### src/rtl/a429_pkg.sv
package a429_pkg;
  localparam int unsigned WORD_W   = 32;
  localparam int unsigned HALF_W   = 16;
  localparam int unsigned LAST_LONG  = 31;
  localparam int unsigned LAST_SHORT = 24;
  localparam int unsigned IDX_W    = $clog2(WORD_W);

  // Frames a buffered word: masks to the active length and places parity
  // in the final bit position when insertion is requested.
  function automatic logic [WORD_W-1:0] frame_word(
    input logic [WORD_W-1:0] w,
    input logic              short_w,
    input logic              even_p,
    input logic              insert_p
  );
    logic [WORD_W-1:0] body_mask;
    logic [WORD_W-1:0] last_mask;
    logic              p;
    body_mask = '0;
    last_mask = '0;
    for (int i = 0; i < WORD_W; i++) begin
      if (i < (short_w ? LAST_SHORT : LAST_LONG)) body_mask[i] = 1'b1;
      if (i == (short_w ? LAST_SHORT : LAST_LONG)) last_mask[i] = 1'b1;
    end
    p = ^(w & body_mask);
    p = even_p ? p : ~p;
    if (insert_p) frame_word = (w & body_mask) | (p ? last_mask : '0);
    else          frame_word = w & (body_mask | last_mask);
  endfunction
endpackage

### src/rtl/a429_bit_timer.sv
module a429_bit_timer #(
  parameter int unsigned DIV_HI = 10,
  parameter int unsigned DIV_LO = 80
) (
  input  logic clk,
  input  logic rst_n,
  input  logic rate_lo,
  output logic tick,
  output logic bit_clk
);
  localparam int unsigned MAXDIV = (DIV_LO > DIV_HI) ? DIV_LO : DIV_HI;
  localparam int unsigned CW     = $clog2(MAXDIV);
  localparam logic [CW-1:0] LIM_HI = CW'(DIV_HI - 1);
  localparam logic [CW-1:0] LIM_LO = CW'(DIV_LO - 1);
  localparam logic [CW-1:0] HLF_HI = CW'(DIV_HI / 2);
  localparam logic [CW-1:0] HLF_LO = CW'(DIV_LO / 2);

  logic [CW-1:0] cnt_q, cnt_d;
  logic [CW-1:0] lim, hlf;

  always_comb begin
    lim   = rate_lo ? LIM_LO : LIM_HI;
    hlf   = rate_lo ? HLF_LO : HLF_HI;
    tick  = (cnt_q >= lim);
    cnt_d = tick ? '0 : cnt_q + 1'b1;
  end

  always_ff @(posedge clk or negedge rst_n) begin
    if (!rst_n) cnt_q <= '0;
    else        cnt_q <= cnt_d;
  end

  assign bit_clk = (cnt_q < hlf);
endmodule

### src/rtl/a429_word_buf.sv
module a429_word_buf #(
  parameter int unsigned DEPTH = 8
) (
  input  logic                          clk,
  input  logic                          rst_n,
  input  logic [a429_pkg::HALF_W-1:0]   host_data,
  input  logic                          ld_lo,
  input  logic                          ld_hi,
  input  logic                          tx_en,
  input  logic                          pop,
  output logic [a429_pkg::WORD_W-1:0]   head,
  output logic                          empty,
  output logic                          wr_ok,
  output logic [$clog2(DEPTH+1)-1:0]    fill
);
  import a429_pkg::*;
  localparam int unsigned PW = (DEPTH > 1) ? $clog2(DEPTH) : 1;
  localparam int unsigned FW = $clog2(DEPTH+1);
  localparam logic [PW-1:0] PLAST = PW'(DEPTH - 1);
  localparam logic [FW-1:0] FULL  = FW'(DEPTH);

  logic [WORD_W-1:0] mem [DEPTH];
  logic [HALF_W-1:0] lo_q;
  logic [PW-1:0]     wp_q, wp_d, rp_q, rp_d;
  logic [FW-1:0]     fill_q, fill_d;
  logic              lo_en, do_pop;

  always_comb begin
    lo_en  = ld_lo & ~tx_en;
    wr_ok  = ld_hi & ~tx_en & (fill_q != FULL);
    do_pop = pop & (fill_q != '0);
    wp_d   = wr_ok  ? ((wp_q == PLAST) ? '0 : wp_q + 1'b1) : wp_q;
    rp_d   = do_pop ? ((rp_q == PLAST) ? '0 : rp_q + 1'b1) : rp_q;
    fill_d = fill_q + FW'(wr_ok) - FW'(do_pop);
  end

  always_ff @(posedge clk or negedge rst_n) begin
    if (!rst_n) begin
      wp_q   <= '0;
      rp_q   <= '0;
      fill_q <= '0;
    end else begin
      wp_q   <= wp_d;
      rp_q   <= rp_d;
      fill_q <= fill_d;
    end
  end

  always_ff @(posedge clk) begin
    if (lo_en) lo_q <= host_data;
    if (wr_ok) mem[wp_q] <= {host_data, lo_q};
  end

  assign head  = mem[rp_q];
  assign empty = (fill_q == '0);
  assign fill  = fill_q;
endmodule

### src/rtl/a429_serializer.sv
module a429_serializer #(
  parameter int unsigned GAP_BITS = 4
) (
  input  logic                        clk,
  input  logic                        rst_n,
  input  logic                        tick,
  input  logic                        tx_en,
  input  logic                        empty,
  input  logic [a429_pkg::WORD_W-1:0] head,
  input  logic                        short_word,
  input  logic                        par_even,
  input  logic                        par_en,
  input  logic                        parity_force,
  output logic                        pop,
  output logic                        busy,
  output logic                        cur_bit,
  output logic                        done
);
  import a429_pkg::*;
  localparam int unsigned GW = $clog2(GAP_BITS + 1);
  localparam logic [GW-1:0] GAP_FULL = GW'(GAP_BITS);

  logic [WORD_W-1:0] sh_q, sh_d;
  logic [IDX_W-1:0]  idx_q, idx_d, last_q, last_d;
  logic [GW-1:0]     gap_q, gap_d;
  logic              busy_q, busy_d;

  always_comb begin
    sh_d   = sh_q;
    idx_d  = idx_q;
    last_d = last_q;
    gap_d  = gap_q;
    busy_d = busy_q;
    pop    = 1'b0;
    done   = 1'b0;
    if (tick) begin
      if (busy_q) begin
        if (idx_q == last_q) begin
          busy_d = 1'b0;
          gap_d  = GW'(1);
          done   = 1'b1;
        end else begin
          idx_d = idx_q + 1'b1;
          sh_d  = sh_q >> 1;
        end
      end else if ((gap_q == GAP_FULL) && !empty && tx_en) begin
        pop    = 1'b1;
        busy_d = 1'b1;
        idx_d  = '0;
        last_d = IDX_W'(short_word ? LAST_SHORT : LAST_LONG);
        sh_d   = frame_word(head, short_word, par_even, par_en | parity_force);
      end else if (gap_q != GAP_FULL) begin
        gap_d = gap_q + 1'b1;
      end
    end
  end

  always_ff @(posedge clk or negedge rst_n) begin
    if (!rst_n) begin
      busy_q <= 1'b0;
      gap_q  <= GAP_FULL;
      idx_q  <= '0;
      last_q <= '0;
      sh_q   <= '0;
    end else begin
      busy_q <= busy_d;
      gap_q  <= gap_d;
      idx_q  <= idx_d;
      last_q <= last_d;
      sh_q   <= sh_d;
    end
  end

  assign busy    = busy_q;
  assign cur_bit = sh_q[0];
endmodule

### src/rtl/a429_tx_buf.sv
module a429_tx_buf #(
  parameter int unsigned DEPTH    = 8,
  parameter int unsigned DIV_HI   = 10,
  parameter int unsigned DIV_LO   = 80,
  parameter int unsigned GAP_BITS = 4
) (
  input  logic        clk,
  input  logic        rst_n,
  input  logic [15:0] host_data,
  input  logic        ld_lo,
  input  logic        ld_hi,
  input  logic        tx_en,
  input  logic        rate_lo,
  input  logic        short_word,
  input  logic        par_even,
  input  logic        par_en,
  input  logic        parity_force,
  output logic        rail_a,
  output logic        rail_b,
  output logic        bit_clk,
  output logic        ready
);
  import a429_pkg::*;
  localparam int unsigned FW = $clog2(DEPTH+1);

  logic [1:0]        rsync_q;
  logic              rst_int_n;
  logic              tick, pop, busy, cur_bit, done, empty, wr_ok;
  logic [WORD_W-1:0] head;
  logic [FW-1:0]     fill;
  logic              rdy_q, rdy_d;

  always_ff @(posedge clk or negedge rst_n) begin
    if (!rst_n) rsync_q <= 2'b00;
    else        rsync_q <= {rsync_q[0], 1'b1};
  end
  assign rst_int_n = rsync_q[1];

  a429_bit_timer #(.DIV_HI(DIV_HI), .DIV_LO(DIV_LO)) u_timer (
    .clk(clk), .rst_n(rst_int_n), .rate_lo(rate_lo),
    .tick(tick), .bit_clk(bit_clk)
  );

  a429_word_buf #(.DEPTH(DEPTH)) u_buf (
    .clk(clk), .rst_n(rst_int_n), .host_data(host_data),
    .ld_lo(ld_lo), .ld_hi(ld_hi), .tx_en(tx_en), .pop(pop),
    .head(head), .empty(empty), .wr_ok(wr_ok), .fill(fill)
  );

  a429_serializer #(.GAP_BITS(GAP_BITS)) u_ser (
    .clk(clk), .rst_n(rst_int_n), .tick(tick), .tx_en(tx_en),
    .empty(empty), .head(head), .short_word(short_word),
    .par_even(par_even), .par_en(par_en), .parity_force(parity_force),
    .pop(pop), .busy(busy), .cur_bit(cur_bit), .done(done)
  );

  always_comb begin
    rdy_d = rdy_q;
    if (done && empty) rdy_d = 1'b1;
    if (wr_ok)         rdy_d = 1'b0;
  end

  always_ff @(posedge clk or negedge rst_int_n) begin
    if (!rst_int_n) rdy_q <= 1'b1;
    else            rdy_q <= rdy_d;
  end

  assign ready  = rdy_q;
  assign rail_a = busy &  cur_bit & bit_clk;
  assign rail_b = busy & ~cur_bit & bit_clk;
endmodule

### config.mk
export PLATFORM = sky130hd
export DESIGN_NAME = a429_tx_buf
export DESIGN_NICKNAME = d
export VERILOG_FILES = /design/src/rtl/a429_pkg.sv /design/src/rtl/a429_bit_timer.sv /design/src/rtl/a429_word_buf.sv /design/src/rtl/a429_serializer.sv /design/src/rtl/a429_tx_buf.sv
export SDC_FILE = /design/constraint.sdc
export NUM_CORES = 1
export LEC_CHECK = 0
export ABC_AREA = 1
export BUFFER_PORTS_ARGS = -buffer_cell sky130_fd_sc_hd__buf_2
export CORE_ASPECT_RATIO = 0.9
export CORE_MARGIN = 2
export CORE_UTILIZATION = 27
export DETAILED_ROUTE_END_ITERATION = 8
export SLEW_MARGIN = 20
export SYNTH_ARGS = -nofsm -noshare
export SYNTH_HDL_FRONTEND = slang
export SYNTH_SLANG_ARGS = --single-unit
### constraint.sdc
create_clock -name clk -period 2.33 [get_ports clk]
set_clock_uncertainty 0.05 [all_clocks]
set_input_delay 0.699 -clock clk [delete_from_list [all_inputs] [get_ports clk]]
set_output_delay 0.699 -clock clk [all_outputs]
set_load 0.01 [all_outputs]
# After elaboration in Yosys (flattened, before gate mapping)
# Memory sizes are Yosys's and may differ from the RTL's.
# Index checks and enable logic that the tools add are counted.
# Widths: inputs -> output; s select.
# classes
shift	0
add_sub_neg	7
muxes	287
n_eq_ne	40
magnitude_cmp	34
bitwise_logic	17
reduce_logical	14
mul	0
div_mod_pow	0
# op_table
cell	count
$eq 5x32->1 const A	16
$lt 5x32->1 const A	16
$mux 1	269
$eq 4x32->1 const A	8
$lt 4x32->1 const A	8
$mux 32	5
$and 32x32->32	2
$or 32x32->32	2
$logic_not 32->1	1
$reduce_xor 32->1	1
$mux 3	7
$eq 3x5->1 const A	4
$lt 3x5->1 const A	4
$mux 5	3
$mux 7	2
$eq 2x5->1 const A	2
$lt 1x5->1 const A	2
$lt 2x5->1 const A	2
$add 3x1->3 const B	3
$eq 3x3->1 const B	3
$and 1x1->1	8
$add 7x1->7 const B	1
$ge 7x7->1	1
$lt 7x7->1	1
other kinds (19)	28
# totals
romBits	0
out_inout_bits	4
memories	1
latch_bits	0
mem_bits_rw	256
ff_bits	82
input_bits	26
# memory_table
name	words	word_bits	rd	rd_clocked_by_memory_dff	write_ports	line_no	source
u_buf.mem	8	32	1	0	1	a429_word_buf.sv:22	logic [WORD_W-1:0] mem [DEPTH];

# Depth between registers and ports, before layout
# Gate-level depths: netlist of the first run.
# logic_depth
word_depth	16
ltp_mapped	27
mapped_depth_nobuf	24

# Cells and area by module
# From an unflattened synthesis of the first run, not the netlist that was laid out.
# hier_totals
hier_cells	1701
hier_area_um2	15607.5
# modules_own_cells
module	area_each_um2	n_inst	cells_per_inst
a429_word_buf	12200.5	1	1198
a429_serializer	2772.7	1	426
a429_bit_timer	523.0	1	66
a429_tx_buf	111.4	1	11

# Worst setup path after synthesis of the first run
# OpenSTA, ideal clock, no wires.
# synth_path
path_type	input to register
start	input rate_lo
end	register u_buf.fill_q[2] (netlist: u_buf.fill[2])
t_required_ns	2.157
arrival_ns	3.129
cell_stages	15
setup_time_ns	0.123
path_slack_ns	-0.971
path_cell_list	inv_1 ha_1 nand3_1 nand2_1 nand4_1 nand2_1 inv_1 nor3_1 clkbuf_1 ha_1 inv_1 ha_1 inv_1 fa_1 xnor2_1
# synth_between
elab_chain_len	5
# synth_rtl
element	line_no	source
start, declared	a429_tx_buf.sv:13	input logic rate_lo,
$mux 7	a429_bit_timer.sv:22	lim = rate_lo ? LIM_LO : LIM_HI;
$ge 7x7->1	a429_bit_timer.sv:24	tick = (cnt_q >= lim);
$mux 1	a429_serializer.sv:36	if (tick) begin
$and 1x1->1	a429_word_buf.sv:31	do_pop = pop & (fill_q != '0);
named net u_buf.do_pop	a429_word_buf.sv:26	logic lo_en, do_pop;
$sub 4x1->4	a429_word_buf.sv:34	fill_d = fill_q + FW'(wr_ok) - FW'(do_pop);
named net u_buf.fill_d[2]	a429_word_buf.sv:25	logic [FW-1:0] fill_q, fill_d;
end signal, assigned	a429_word_buf.sv:45	fill_q <= fill_d;
end, declared	a429_word_buf.sv:25	
# The timed path passes the listed nets, and every way through them passes these cells.
# A chain may end at the register's enable or synchronous reset.

# Final worst setup path of the first run
# layout_path
start	register u_timer.cnt_q[2]
end	output rail_a
# layout_between
elab_chain_len	2
# layout_rtl
element	line_no	source
start, declared	a429_bit_timer.sv:18	logic [CW-1:0] cnt_q, cnt_d;
start signal, assigned	a429_bit_timer.sv:30	else cnt_q <= cnt_d;
$lt 7x7->1	a429_bit_timer.sv:33	assign bit_clk = (cnt_q < hlf);
$and 1x1->1	a429_tx_buf.sv:69	assign rail_a = busy & cur_bit & bit_clk;
end, declared	a429_tx_buf.sv:18	output logic rail_a,
# Every way passes these cells.

==> parameters.txt, run 1 <==
Parameter                              Value

Outcome
  Status    finished, violations left
  Violated checks    setup timing

Setup path
  Peak fanout along the critical path    2
  Startpoint of the most critical register-to-register path    u_buf.rp_q[0]$_DFFE_PN0P_
  Endpoint class of the critical path    output pin
  Worst Reg2Reg Path Length in Cells    25
  Arrival time of the worst setup path    1970 ps
  Minimum setup slack among reg-to-reg paths    -290 ps
  Required time of the critical path    1580 ps
  R2r endpoint    u_ser.sh_q[24]$_DFFE_PN0P_
  Kind of start point of the critical path    flip-flop
  Setup CP Type    reg -> out

Global route
  Total congestion overflow    0
  Vias in the first global route    10871
  Maximum number of pins on one net before global-route repair    64
  Global router's overall resource usage    0.131
  Wire length of the first global-routing pass    60200 µm
  Antenna violations before repair    0

Final layout
  Antenna diode instance count    0
  Register Area    9750 µm²
  Final net count    1794
  Most frequent cells in the layout    497 x nand2_1, 272 x edfxtp_1, 179 x inv_1
  Finished Core Util    0.350
  Synthesis-to-finish area growth    27.8%
  Area occupied by multi-input gates    5050 µm²
  Finished Layout Cells    2531
  Most common library cell in the layout ignoring fill and taps    nand2_1
  Filler cell count    5549
  Layout cell share with drive strength beyond 1    0.216

Timing
  Final hold violation count    0
  Worst slew margin    0.639
  Timing-limited maximum frequency    367 MHz
  Setup repair after global routing missed its margin    true
  Least-Margin Pin Slew    541 ps
  Final Max Tran Viols    0
  Share of the clock period used by the worst path    1.17
  Final setup violation count    7
  Crit path time final    2720 ps
  Setup slack of the critical path after layout    -393 ps

Logic synthesis
  Yosys top cell area share    0.533
  Post-synthesis instance area    15300 µm²
  Cells after synthesis    1606
  Fraction of registers with async set or reset after synthesis    0.188
  Warnings from Yosys    0
  Seq/Total Area, Yosys    0.637
  Syn Area/Cell    9.53 µm²
  Post-synthesis register bit count    335
  Total nets after synthesis    1653
  Top post-synthesis cells by area    edfxtp_1 53%, nand2_1 14%, dfrtp_1 10%
  Count of flip-flops with a built-in enable after synthesis    272
  Biggest area consumer among synthesized cells    edfxtp_1
  Number of distinct library cells after synthesis    37
  Dominant register cell in the synthesized netlist    edfxtp_1

Clock network
  CTS sink cnt    335
  Inserted Clock Buffers    36
  H-Tree Level Count    2
  CTS clk-pin slew, worst paths    60 ps
  Clock latency at the later pin of the worst-skew pair    530 ps
  Maximum number of buffers from clock root to sink    3
  CTS root buf    clkbuf_16
  Clock tree from TritonCTS    yes

Floorplan
  Starting density of the core    0.274
  Area of the die    58600 µm²
  I/O pin count    30
  Width of the die    255 µm
  Count of standard-cell rows    82
  Die height    230 µm
  Area of the core    55900 µm²

Power
  Combinational fraction of design power    0.447
  Clock Power Share    0.229
  Leakage power    0.00835 µW
  Max rail drop VDD    0.000578 V
  Total net switching power    9120 µW
  Share of total power in sequential cells    0.324
  Total Power    23900 µW
  Power density over the cells    1220 nW/µm²
  Net switching fraction of the power    0.381
  Cell internal power dissipation    14800 µW

Drt
  Number of DRC markers after the initial detailed-route iteration    1001
  Post-route DRC violation count    0
  Via Count    11238
  Router iterations before antenna repair    7
  ANT nets after route    0
  Routed WL per cell    15.4 µm
  Via/cell ratio    4.44
  Total wire length after detailed routing    39000 µm

Placement
  Number of buffers inserted by port buffering    29
  # placed instances    2430
  Last weighted congestion value of the routability-driven placer    0.785
  Half-perimeter wire length after detailed placement    23400 µm

Flow run
  Max cap viols    0

Worst hold path
  Worst hold path class    reg -> async
## power groups by stage
stage / registers (µW) / logic (µW) / clock network, µW
after global routing: 7860 / 11900 / 5880
after global placement: 7840 / 8760 / 0
after detailed placement: 7860 / 8950 / 0
final: 7770 / 10700 / 5490
after floorplan: 7720 / 5740 / 0
after CTS: 7750 / 9580 / 5620
## repair_timing
item,CTS,global route
hold buffers,1,0
cloned,2,6
hold endpoints to repair,2,0
gates resized for setup,51,115
pin swaps,35,51
setup buffers,14,13
endpoints found under the setup margin,7,11
## cell usage after synthesis (all sizes together) (2+ instances only)
master,instances
o22ai,4
nand4,2
clkbuf,20
edfxtp,272
nor3,4
o21ai,128
nand2,562
ha,20
xnor2,2
nor2,109
inv,192
a21oi,11
xor2,3
buf,50
nand3,144
a211oi,2
dfrtp,61
o211ai,7
or2,2
dfstp,2
## cell families after synthesis
kind of cell / Yosys count / share of synthesized area
and+or+nand+nor: 825 / 0.216
DFF: 335 / 0.637
buffers and inverters: 263 / 0.0721
AOI/OAI and AO/OA: 156 / 0.0549
adders and majority gates: 21 / 0.0177
xor gates and xnor gates: 5 / 0.00286
other: 1 / 0.000245
## layout make-up
cell class	instances	share of cell area
sequential	335	0.499
multi-input combinational	1008	0.258
timing repair buffer	173	0.0995
clock buffer	46	0.0491
tap	756	0.0484
inverter	193	0.0379
clock inverter	20	0.00857
## worst max-delay path, cell delays in order, from the launching register on
cell and delay [ps]:
dfrtp_1 410, ha_4 290, a21oi_2 30, o21ai_1 110, nand2_1 80, a211oi_2 200
nand2_1 110, nor2_1 90, buf_2 130
## worst max path at each step
stage | startpoint | endpoint | cells past startpoint
finish | u_timer.cnt_q[2]$_DFF_PN0_ | rail_a | 8
global route | u_timer.cnt_q[2]$_DFF_PN0_ | rail_a | 8
CTS | u_timer.cnt_q[2]$_DFF_PN0_ | rail_a | 8
detailed placement | rate_lo | u_buf.fill[2]$_DFF_PN0_ | 15
global placement | rate_lo | u_buf.fill[1]$_DFF_PN0_ | 15
floorplan | rate_lo | u_buf.fill[2]$_DFF_PN0_ | 15
## metrics by stage
| stage | TNS, ps | worst slack, ps | cell area, µm² | hold slack (ps) |
|---|---|---|---|---|
| 2_1_floorplan | -67850 | -630 | 15400 | 281 |
| 3_3_place_gp | -13230 | -622 | 17400 | 155 |
| 3_5_place_dp | -14690 | -623 | 17400 | 161 |
| 4_1_cts | -2000 | -478 | 18900 | 162 |
| 5_1_grt | -3100 | -572 | 19600 | 176 |
| 6_report | -2040 | -393 | 19600 | 152 |
## per-layer routing
layer	routed length, µm	vias up	global-route usage	part of all wire
met5	0	-	0	0
met4	914	0	0.0358	0.023
met3	1960	69	0.0200	0.050
met2	18300	253	0.214	0.47
met1	17900	5376	0.180	0.46
li1	-	5540	-	-
## flip-flops by register name (all words and copies together) (netlist names)
signal	cells
u_buf.mem	256
u_ser.sh_q	32
u_buf.lo_q	16
u_timer.cnt_q	7
u_ser.idx_q	5
u_buf.fill	4
u_buf.rp_q	3
u_buf.wp_q	3
u_ser.gap_q	3
rsync_q	2
u_ser.last_q	2
ready	1
u_ser.busy	1
(Power assumes the default switching activity.)
==> inputs of run 2 (changes only) <==
--- a/config.mk
+++ b/config.mk
@@ -11,6 +11,7 @@
 export CORE_MARGIN = 2
 export CORE_UTILIZATION = 27
 export DETAILED_ROUTE_END_ITERATION = 8
+export SKIP_LAST_GASP = 1
 export SLEW_MARGIN = 20
 export SYNTH_ARGS = -nofsm -noshare
 export SYNTH_HDL_FRONTEND = slang
==> parameters.txt, run 2 (synthesis results as in run 1) <==
Parameter                              Value

Outcome
  Status    finished, violations left
  Violated checks    setup timing

Drt
  Top layer in use    met4
  M1 WL    17900 µm (about the same)
  Number of DRC markers after the initial detailed-route iteration    983 (-1.8%)
  Routed WL per cell    15.4 µm (about the same)
  Met3 WL post-DR    2000 µm (+1.7%)
  Post-route DRC violation count    0 (unchanged)
  Via Count    11252 (+0.12%)
  Met2 wire len    18300 µm (about the same)
  Router iterations before antenna repair    7 (unchanged)
  ANT nets after route    0 (unchanged)
  Total wire length after detailed routing    39100 µm (about the same)
  Via/cell ratio    4.45 (+0.12%)

Power
  Clock Power Share    0.230 (about the same)
  Net switching fraction of the power    0.381 (about the same)
  Cell internal power dissipation    14800 µW (-0.11%)
  Power density over the cells    1220 nW/µm² (about the same)
  Max rail drop VDD    0.000579 V (+0.19%)
  Share of total power in sequential cells    0.325 (about the same)
  Total net switching power    9120 µW (about the same)
  Combinational fraction of design power    0.446 (about the same)
  Leakage power    0.00835 µW (about the same)

Placement
  Last weighted congestion value of the routability-driven placer    0.785 (unchanged)
  Cell area after placement    17400 µm² (unchanged)
  Number of buffers inserted by port buffering    29 (unchanged)
  Half-perimeter wire length after detailed placement    23400 µm (unchanged)
  Post-place setup slack    -623 ps (unchanged)

Setup path
  Endpoint class of the critical path    output pin
  Crit-path leading delay family    flip-flops
  Required time of the critical path    1580 ps (about the same)
  Setup CP Type    reg -> out
  Peak fanout along the critical path    2 (unchanged)
  CP max stage delay    410 ps (about the same)
  Kind of start point of the critical path    flip-flop
  Worst path most repeated cell    nand2_1
  Count of buffering cells on the critical path with inverters included    1 (unchanged)
  Arrival time of the worst setup path    1980 ps (about the same)
  Critical path cell sequence    ha_4, a21oi_2, o21ai_1, nand2_1, a211oi_2, nand2_1, nor2_1, buf_2
  Slowest stage cell on the critical path    dfrtp_1

Final layout
  Filler cell count    5547 (-0.036%)
  Register containing the most flip-flops in the final layout    u_buf.mem
  Area occupied by multi-input gates    5030 µm² (-0.32%)
  Final net count    1794 (unchanged)
  Largest registers    u_buf.mem (256), u_ser.sh_q (32), u_buf.lo_q (16)
  Antenna diode instance count    0 (unchanged)
  Layout cell share with drive strength beyond 1    0.215 (-0.00169)
  Synthesis-to-finish area growth    27.6%
  Flip-flop count of the largest register, all copies and words added    256 (unchanged)
  Register Area    9750 µm² (unchanged)
  Most common library cell in the layout ignoring fill and taps    nand2_1
  Final design area excluding fillers    19500 µm² (-0.10%)
  Most frequent cells in the layout    497 x nand2_1, 272 x edfxtp_1, 180 x inv_1

Floorplan
  I/O pin count    30 (unchanged)
  Area of the core    55900 µm² (unchanged)
  Die height    230 µm (unchanged)
  Width of the die    255 µm (unchanged)
  Count of standard-cell rows    82 (unchanged)
  Starting density of the core    0.274 (unchanged)
  Area of the die    58600 µm² (unchanged)

Timing
  Share of the clock period used by the worst path    1.17 (about the same)
  Final Max Tran Viols    0 (unchanged)
  Least-Margin Pin Slew    543 ps (+1.17 ps)
  Setup slack of the critical path after layout    -395 ps (-2.42 ps)
  Final hold violation count    0 (unchanged)
  Worst slew margin    0.638 (-0.000777)
  Setup repair after global routing missed its margin    true
  Final setup violation count    8 (+1)
  Setup tns final    -2070 ps (-32.0 ps)
  Crit path time final    2730 ps (+2.42 ps)
  Timing-limited maximum frequency    367 MHz (about the same)

Clock network
  CTS root buf    clkbuf_16
  CTS clk-pin slew, worst paths    60 ps (about the same)
  H-Tree Level Count    2 (unchanged)
  Clock latency at the later pin of the worst-skew pair    530 ps (about the same)
  Inserted Clock Buffers    36 (unchanged)
  Clock tree from TritonCTS    yes
  Maximum number of buffers from clock root to sink    3 (unchanged)
  CTS sink cnt    335 (unchanged)

Global route
  Wire length of the first global-routing pass    60200 µm (unchanged)
  Vias in the first global route    10871 (unchanged)
  Global router's overall resource usage    0.131 (unchanged)
  Antenna violations before repair    0 (unchanged)
  Maximum number of pins on one net before global-route repair    64 (unchanged)
  Total congestion overflow    0 (unchanged)

Flow run
  Max cap viols    0 (unchanged)

Worst hold path
  Worst hold path class    reg -> async
-- run 2: cell counts in the layout (fill, tap and decap cells not counted) --
Identical to the previous run, type by type.
-- run 2: repair_timing --
item | 4_1_cts | 5_1_grt
buffers inserted | 14 | 13
gates resized for setup | 51 | 110
hold endpoints to repair | 2 | 0
gates cloned | 2 | 6
hold buffers | 1 | 0
pin swaps | 35 | 51
setup endpoints to repair | 7 | 11
-- run 2: worst paths after layout --
| kind | slack, ps | end | start | cells after the start |
|---|---|---|---|---|
| hold / removal | 150 | u_ser.sh_q[23]$_DFFE_PN0P_ | rsync_q[1]$_DFF_PN0_ | 0 |
| max in group asynchronous | 1490 | ready$_DFFE_PN1P_ | rsync_q[1]$_DFF_PN0_ | 1 |
| min in group clk | 300 | rsync_q[1]$_DFF_PN0_ | rsync_q[0]$_DFF_PN0_ | 0 |
| setup / recovery | -400 | rail_a | u_timer.cnt_q[2]$_DFF_PN0_ | 8 |
| setup reg to reg | -290 | u_ser.sh_q[24]$_DFFE_PN0P_ | u_buf.rp_q[0]$_DFFE_PN0P_ | 25 |
| hold reg to reg | 150 | u_ser.sh_q[23]$_DFFE_PN0P_ | rsync_q[1]$_DFF_PN0_ | 0 |
-- run 2: final cells by class --
type	count	share of cell area
Tap cell	756	0.0484
Clock buffer	46	0.0491
Sequential cell	335	0.499
Multi-Input combinational cell	1008	0.257
Inverter	193	0.0379
Timing Repair Buffer	173	0.0994
Clock inverter	20	0.00858
-- run 2: routing by layer --
layer / track usage / vias to the layer above
li1: - / 5533
met1: 0.180 / 5390
met2: 0.214 / 259
met3: 0.0200 / 70
met4: 0.0358 / 0
met5: 0 / -
-- run 2: stage by stage --
| step | std cells | util | hold WS [ps] | total power [µW] |
|---|---|---|---|---|
| 5_1_grt | 2531 | 0.349 | 176 | 25600 |
| 3_5_place_dp | 2430 | 0.312 | 161 | 16800 |
| 2_1_floorplan | 1606 | - | 281 | 13500 |
| 3_3_place_gp | 2430 | 0.312 | 155 | 16600 |
| 4_1_cts | 2513 | 0.338 | 162 | 23000 |
| 6_report | 2531 | 0.349 | 152 | 23900 |
-- run 2: power groups by stage --
| stage | Sequential [µW] | Clock, µW | Combinational [µW] |
|---|---|---|---|
| 2_1_floorplan | 7720 | 0 | 5740 |
| 3_3_place_gp | 7840 | 0 | 8760 |
| 3_5_place_dp | 7860 | 0 | 8950 |
| 4_1_cts | 7750 | 5620 | 9580 |
| 5_1_grt | 7860 | 5880 | 11900 |
| 6_report | 7770 | 5490 | 10700 |
